`src/rtl/tmr_pkg.sv`:
```
package tmr_pkg;
   // register addresses
   localparam int unsigned ADR_CSR    = 0;
   localparam int unsigned ADR_CNT_HI = 1;
   localparam int unsigned ADR_CNT_LO = 2;
   localparam int unsigned ADR_CMP_HI = 3;
   localparam int unsigned ADR_CMP_LO = 4;
   localparam int unsigned ADR_CAP_HI = 5;
   localparam int unsigned ADR_CAP_LO = 6;
   // status/control bit positions
   localparam int unsigned B_LEVEL  = 0;
   localparam int unsigned B_EDGE   = 1;
   localparam int unsigned B_OVF_EN = 2;
   localparam int unsigned B_OCF_EN = 3;
   localparam int unsigned B_ICF_EN = 4;
   localparam int unsigned B_OVF    = 5;
   localparam int unsigned B_OCF    = 6;
   localparam int unsigned B_ICF    = 7;
   localparam int unsigned CTL_W    = 5;
endpackage

```
`src/rtl/tmr_sync.sv`:
```
module tmr_sync #(
   parameter int STAGES = 2
) (
   input  logic clk,
   input  logic rst_n,
   input  logic din,
   input  logic rise_sel,
   output logic edge_pulse
);
   localparam int MSB = STAGES - 1;

   logic [STAGES-1:0] chain;
   logic              prev;

   for (genvar i = 0; i < STAGES; i++) begin : g_stage
      if (i == 0) begin : g_first
         always_ff @(posedge clk or negedge rst_n)
            if (!rst_n) chain[i] <= 1'b0;
            else        chain[i] <= din;
      end else begin : g_next
         always_ff @(posedge clk or negedge rst_n)
            if (!rst_n) chain[i] <= 1'b0;
            else        chain[i] <= chain[i-1];
      end
   end

   always_ff @(posedge clk or negedge rst_n)
      if (!rst_n) prev <= 1'b0;
      else        prev <= chain[MSB];

   assign edge_pulse = rise_sel ? (chain[MSB] & ~prev) : (~chain[MSB] & prev);
endmodule

```
`src/rtl/tmr_counter.sv`:
```
module tmr_counter #(
   parameter int CNT_W  = 16,
   parameter int BYTE_W = 8
) (
   input  logic              clk,
   input  logic              rst_n,
   input  logic              hi_rd,
   output logic [CNT_W-1:0]  cnt,
   output logic [BYTE_W-1:0] lo_hold,
   output logic              wrap
);
   always_ff @(posedge clk or negedge rst_n)
      if (!rst_n) cnt <= '0;
      else        cnt <= cnt + 1'b1;

   always_ff @(posedge clk or negedge rst_n)
      if (!rst_n)     lo_hold <= '0;
      else if (hi_rd) lo_hold <= cnt[BYTE_W-1:0];

   assign wrap = &cnt;
endmodule

```
`src/rtl/tmr_flag.sv`:
```
module tmr_flag (
   input  logic clk,
   input  logic rst_n,
   input  logic set,
   input  logic arm_req,
   input  logic clr_req,
   output logic flag
);
   logic armed;

   always_ff @(posedge clk or negedge rst_n)
      if (!rst_n)                  flag <= 1'b0;
      else if (set)                flag <= 1'b1;
      else if (clr_req && armed)   flag <= 1'b0;

   always_ff @(posedge clk or negedge rst_n)
      if (!rst_n)                  armed <= 1'b0;
      else if (clr_req)            armed <= 1'b0;
      else if (arm_req && flag)    armed <= 1'b1;
endmodule

```
`src/rtl/tmr_capcmp.sv`:
```
module tmr_capcmp
   import tmr_pkg::*;
#(
   parameter int CNT_W       = 16,
   parameter int BYTE_W      = 8,
   parameter int ADDR_W      = 3,
   parameter int SYNC_STAGES = 2
) (
   input  logic              clk,
   input  logic              rst_n,
   input  logic              bus_rd,
   input  logic              bus_wr,
   input  logic [ADDR_W-1:0] bus_addr,
   input  logic [BYTE_W-1:0] bus_wdata,
   output logic [BYTE_W-1:0] bus_rdata,
   input  logic              cap_in,
   input  logic              cmp_drive_en,
   output logic              cmp_pin,
   output logic              irq
);
   localparam logic [CNT_W-1:0] CMP_RST = '1;

   if (CNT_W != 2 * BYTE_W) begin : g_bad_width
      $error("tmr_capcmp: CNT_W must be two bytes wide");
   end
   if (BYTE_W != 8) begin : g_bad_byte
      $error("tmr_capcmp: status layout needs 8-bit bytes");
   end
   if (SYNC_STAGES < 2) begin : g_bad_sync
      $error("tmr_capcmp: at least two synchroniser stages");
   end
   if (ADDR_W < 3) begin : g_bad_addr
      $error("tmr_capcmp: address needs three bits");
   end

   function automatic logic hit(input logic [ADDR_W-1:0] a, input int unsigned r);
      return a == ADDR_W'(r);
   endfunction

   logic [CTL_W-1:0]  ctrl;
   logic [CNT_W-1:0]  cnt, cmp_q, cap_q;
   logic [BYTE_W-1:0] cnt_lo_hold, cmp_hi_buf;
   logic              wrap, cap_edge, match, commit, cmp_blk;
   logic              flag_ovf, flag_ocf, flag_icf;
   logic              rd_csr, rd_cnt_hi, rd_cap_hi;

   assign rd_csr    = bus_rd && hit(bus_addr, ADR_CSR);
   assign rd_cnt_hi = bus_rd && hit(bus_addr, ADR_CNT_HI);
   assign rd_cap_hi = bus_rd && hit(bus_addr, ADR_CAP_HI);
   assign commit    = bus_wr && hit(bus_addr, ADR_CMP_LO);

   tmr_counter #(.CNT_W(CNT_W), .BYTE_W(BYTE_W)) u_cnt (
      .clk(clk), .rst_n(rst_n), .hi_rd(rd_cnt_hi),
      .cnt(cnt), .lo_hold(cnt_lo_hold), .wrap(wrap)
   );

   tmr_sync #(.STAGES(SYNC_STAGES)) u_sync (
      .clk(clk), .rst_n(rst_n), .din(cap_in),
      .rise_sel(ctrl[B_EDGE]), .edge_pulse(cap_edge)
   );

   // control bits
   always_ff @(posedge clk or negedge rst_n)
      if (!rst_n)                                ctrl <= '0;
      else if (bus_wr && hit(bus_addr, ADR_CSR)) ctrl <= bus_wdata[CTL_W-1:0];

   // compare register with high-byte staging
   always_ff @(posedge clk or negedge rst_n)
      if (!rst_n) begin
         cmp_hi_buf <= CMP_RST[CNT_W-1:BYTE_W];
         cmp_q      <= CMP_RST;
         cmp_blk    <= 1'b0;
      end else begin
         if (bus_wr && hit(bus_addr, ADR_CMP_HI)) cmp_hi_buf <= bus_wdata;
         if (commit) cmp_q <= {cmp_hi_buf, bus_wdata};
         cmp_blk <= commit;
      end

   assign match = (cnt == cmp_q) && !cmp_blk;

   always_ff @(posedge clk or negedge rst_n)
      if (!rst_n)                     cmp_pin <= 1'b0;
      else if (match && cmp_drive_en) cmp_pin <= ctrl[B_LEVEL];

   // capture register
   always_ff @(posedge clk or negedge rst_n)
      if (!rst_n)        cap_q <= '0;
      else if (cap_edge) cap_q <= cnt;

   tmr_flag u_ovf (.clk(clk), .rst_n(rst_n), .set(wrap),     .arm_req(rd_csr),
                   .clr_req(rd_cnt_hi), .flag(flag_ovf));
   tmr_flag u_ocf (.clk(clk), .rst_n(rst_n), .set(match),    .arm_req(rd_csr),
                   .clr_req(commit),    .flag(flag_ocf));
   tmr_flag u_icf (.clk(clk), .rst_n(rst_n), .set(cap_edge), .arm_req(rd_csr),
                   .clr_req(rd_cap_hi), .flag(flag_icf));

   assign irq = (flag_ovf & ctrl[B_OVF_EN]) | (flag_ocf & ctrl[B_OCF_EN])
              | (flag_icf & ctrl[B_ICF_EN]);

   always_comb begin
      bus_rdata = '0;
      if (hit(bus_addr, ADR_CSR)) begin
         bus_rdata[CTL_W-1:0] = ctrl;
         bus_rdata[B_OVF]     = flag_ovf;
         bus_rdata[B_OCF]     = flag_ocf;
         bus_rdata[B_ICF]     = flag_icf;
      end else if (hit(bus_addr, ADR_CNT_HI)) bus_rdata = cnt[CNT_W-1:BYTE_W];
      else if (hit(bus_addr, ADR_CNT_LO))     bus_rdata = cnt_lo_hold;
      else if (hit(bus_addr, ADR_CMP_HI))     bus_rdata = cmp_q[CNT_W-1:BYTE_W];
      else if (hit(bus_addr, ADR_CMP_LO))     bus_rdata = cmp_q[BYTE_W-1:0];
      else if (hit(bus_addr, ADR_CAP_HI))     bus_rdata = cap_q[CNT_W-1:BYTE_W];
      else if (hit(bus_addr, ADR_CAP_LO))     bus_rdata = cap_q[BYTE_W-1:0];
   end
endmodule

```
`config.mk`:
```
export PLATFORM = sky130hd
export DESIGN_NAME = tmr_capcmp
export DESIGN_NICKNAME = d
export VERILOG_FILES = /design/src/rtl/tmr_pkg.sv /design/src/rtl/tmr_sync.sv /design/src/rtl/tmr_counter.sv /design/src/rtl/tmr_flag.sv /design/src/rtl/tmr_capcmp.sv
export SDC_FILE = /design/constraint.sdc
export NUM_CORES = 1
export LEC_CHECK = 0
export BUFFER_PORTS_ARGS = -buffer_cell sky130_fd_sc_hd__buf_2
export CAP_MARGIN = 40
export CORE_ASPECT_RATIO = 0.8
export CORE_MARGIN = 1.5
export CORE_UTILIZATION = 60
export DETAILED_ROUTE_END_ITERATION = 16
export PLACE_DENSITY = 0.79
export SYNTH_ARGS = -nofsm -noshare
export SYNTH_HDL_FRONTEND = slang
export SYNTH_SLANG_ARGS = --single-unit
```
`constraint.sdc`:
```
create_clock -name clk -period 3 [get_ports clk]
set_input_delay 0.6 -clock clk [delete_from_list [all_inputs] [get_ports clk]]
set_output_delay 0.6 -clock clk [all_outputs]
set_load 0.01 [all_outputs]
```
==> qor.yml <==
status: "complete, no violations"
drt_pre_antenna_iters: 5
drt-vias-per-instance: 6.007
number_of_flops_mapped_to_enable_cells_by_yosys: 0
synth_simple_gate_area_share_pct: 11.61
p_int_mw: 2.084
cts_tree: "done"
tightest_slew_ns: 0.6743
power_switching_uw: 737.8
grt_start_max_net_pins: 60
num_ports: 27
diodes: 0
cts_made_buffers: 9
preCtsSetupSlack_ns: 0.3248
chipWidth_um: 91.77
post_synth_xor_area_fraction_pct: 6.252
power-per-cell-area_nw_per_um2: 661.8
portBuffers: 26
design.final.nets: 372
cp.arrival_ns: 2.06
cp-startpoint: "bus_addr[0]"
critical-path-slowest-cell: "sky130_fd_sc_hd__nor2b_1"
path_max_fanout: 10
totalWireLength_um: 8184
drc: 0
clock_tree.htree_level_count: 3
antenna_violations_before_repair: 0
p_seq_share_pct: 50.8
routedWlPerCell_um: 18.60
post_synth_instance_area_um2: 3782
final.setup.tns_ns: 0
netlist.top_cell.by_area: "sky130_fd_sc_hd__dfrtp_1"
grt_pass1_wl_um: 13820
post_cts.repair.setup_buffers: 0
fillers: 437
postSynthRegisterBits: 80
post_cts_sizing: 0
timing.critical_path.max_delay_family: "simple AND/OR/NAND/NOR gates"
areaGrowthSynthToFinish_pct: 12.74
critical_path_buf_inv_count: 2
timing.final.crit_share_pct: 88.67
hold_viol: 0
clockRootBuffer: "sky130_fd_sc_hd__clkbuf_8"
synth_async_sr_flop_share_pct: 100.0
ant_nets: 0
via_count: 2643
max-cap-violations: 0
drive_gt1_share_pct: 25.07
top_cells_by_area_in_the_synthesized_netlist: "sky130_fd_sc_hd__dfrtp_1, sky130_fd_sc_hd__dfstp_2, sky130_fd_sc_hd__mux2_1"
hold_buffers: 0
grt-ovfl-total: 0
min_period_ns: 2.660
synth_area_in_adders_pct: 0.3308
worst_slack_ns: 0.3398
synth_warnings: 0
yosysSeqAreaShare_pct: 53.72
first_global_vias: 2684
synth_top_cell_area_share_pct: 37.05
pwr-share-comb_pct: 14.8
grt.total_usage_pct: 26.99
cp_data_required_time_ns: 2.40
ff_latch_area_um2: 2032
yosys.cell_types.count: 44
power.leakage_nw: 1.855
multi_input_comb_area_um2: 1643
power.clock.fraction_pct: 34.4
synth_ff_type: "sky130_fd_sc_hd__dfrtp_1"
yosys-mux-area-fraction_pct: 15.55
gp_congestion: 0.8808
postLayoutCoreUtil_pct: 71.00
synth_compound_gate_area_share_pct: 9.560
drv_slew: 0
starting_utilization_of_the_core_area_pct: 62.98
clk_transition_reported_paths_ns: 0.08
min-delay-path-class: "input port to asynchronous set/reset pin"
design.die.area_um2: 6792
synth_top_family_by_area: "multiplexers"
setup_viol: 0
worst_setup_path_start_kind: "input port"
clock_insertion_delay_worst_skew_ns: 0.34
drt_first_iter_violations: 195
syn_avg_cell_area_um2: 11.39
cp_cell_sequence: "buf_2, nor2b_1, a221oi_1, a31oi_1, nor2_1, o21ai_1, buf_2"
critPathMostFrequentCell: "sky130_fd_sc_hd__buf_2"
skew_ns: 0.007022
total_nets_after_synthesis: 350
regToRegStartpoint: "u_cnt.cnt[13]"
vdd.ir_drop.worst_uv: 422.2
slew_headroom_pct: 54.96
die_height_um: 74.02
max_stage_delay_ns: 0.55
clock_sinks: 80
worstSetupEndpointType: "output port"
fp-row-count: 25
switching_share_pct: 26.15
grt_setup_unrepaired: "no"
coreArea_um2: 6006
ctsLongestPathBuffers: 2
detailedPlacementHpwl_um: 5834
syn_inst: 332
setup.worst_path.class: "input port to output port"
maximum_clock_frequency_mhz: 375.9
-- power by group through the flow --
| stage | combinational, mW | sequential (mW) | clock, mW |
|---|---|---|---|
| finish | 0.418 | 1.43 | 0.972 |
| floorplan | 0.296 | 1.39 | 0 |
| global placement | 0.395 | 1.44 | 0 |
| global route | 0.462 | 1.45 | 1.03 |
| CTS | 0.421 | 1.43 | 0.986 |
| detailed placement | 0.418 | 1.45 | 0 |
-- worst register-to-register path, delay by kind of cell (launching register included) --
kind	cells	cell delay, ns
mux	1	0.30
simple gates	1	0.13
flops	1	0.48
compound gates	2	0.78
xor+xnor	1	0.21
-- registers in the layout, summed over array words and instances (netlist names) --
name,cells
u_sync.prev,1
u_ovf.flag,1
cmp_pin,1
u_icf.flag,1
ctrl,5
u_cnt.cnt,16
u_ocf.flag,1
cmp_q,16
u_ovf.armed,1
cmp_blk,1
u_ocf.armed,1
u_icf.armed,1
u_sync.chain,2
cap_q,16
cmp_hi_buf,8
u_cnt.lo_hold,8
-- Yosys cell counts (2+ instances only) --
master                     instances
sky130_fd_sc_hd__dfrtp_1          56
sky130_fd_sc_hd__mux2_1           40
sky130_fd_sc_hd__nor2_1           30
sky130_fd_sc_hd__nand2_1          26
sky130_fd_sc_hd__dfstp_2          24
sky130_fd_sc_hd__xnor2_1          21
sky130_fd_sc_hd__clkbuf_1         20
sky130_fd_sc_hd__a31oi_1          10
sky130_fd_sc_hd__mux2_2           10
sky130_fd_sc_hd__o21ai_1           8
sky130_fd_sc_hd__o22ai_1           8
sky130_fd_sc_hd__a21oi_1           7
sky130_fd_sc_hd__a221oi_1          7
sky130_fd_sc_hd__nand2b_1          7
sky130_fd_sc_hd__nor2b_1           6
sky130_fd_sc_hd__xor2_1            6
sky130_fd_sc_hd__inv_1             5
sky130_fd_sc_hd__nand3_1           5
sky130_fd_sc_hd__nand4_1           5
sky130_fd_sc_hd__o21ai_0           4
sky130_fd_sc_hd__and3_1            2
sky130_fd_sc_hd__buf_1             2
sky130_fd_sc_hd__nor3_1            2
-- metrics by stage --
step                cell area [µm²]  hold slack, ns  cells  total power [mW]
floorplan                      3782          0.3044    332             1.686
CTS                            4264          0.1393    440             2.837
finish                         4264          0.1352    440             2.822
global route                   4264          0.1388    440             2.952
global placement               3973          0.3335    422             1.835
detailed placement             4011          0.3418    424             1.868
-- cell usage in the layout, fill, tap and decap left out, types with 10 or more instances in the layout --
master,synthesis,routed
sky130_fd_sc_hd__nand2_1,26,26
sky130_fd_sc_hd__mux2_1,40,40
sky130_fd_sc_hd__a31oi_1,10,10
sky130_fd_sc_hd__nor2_1,30,30
sky130_fd_sc_hd__xnor2_1,21,21
sky130_fd_sc_hd__mux2_2,10,10
sky130_fd_sc_hd__dfrtp_1,56,56
sky130_fd_sc_hd__clkbuf_8,0,10
sky130_fd_sc_hd__buf_2,0,25
sky130_fd_sc_hd__dfstp_2,24,24
-- cell type report --
cell class,count,share of cell area (%)
Clock inverter,6,2.700
Clock buffer,10,3.228
Inverter,5,0.4401
Timing Repair Buffer,34,5.076
Tap cell,81,2.377
Sequential cell,80,47.65
Multi-Input combinational cell,224,38.53
-- per-layer routing --
metal  vias to the layer above  GRT usage [%]  part of all wire [%]
li1                       1212              -                     -
met1                      1310          36.93                    45
met2                       107          42.70                    48
met3                        14          6.033                   6.1
met4                         0          11.28                   1.2
met5                         -              0                     0
-- logic make-up after synthesis --
kind of cell	after synthesis
adders and majority gates	1
xor gates and xnor gates	27
AOI/OAI and AO/OA	52
DFF	80
buffers and inverters	28
muxes	52
and+or+nand+nor	92
-- final timing paths --
check | cells past startpoint | endpoint | slack, ns
worst max-delay path | 7 | bus_rdata[3] | 0.34
worst min-delay path | 1 | u_cnt.cnt[15] | 0.14
worst max register to register | 5 | cmp_pin | 1.00
worst min register to register | 0 | u_sync.chain[1] | 0.36
max in group asynchronous | 2 | cmp_q[11] | 2.23
min in group clk | 1 | u_sync.chain[0] | 0.35
No activity file was read; power rests on OpenSTA's default activity.
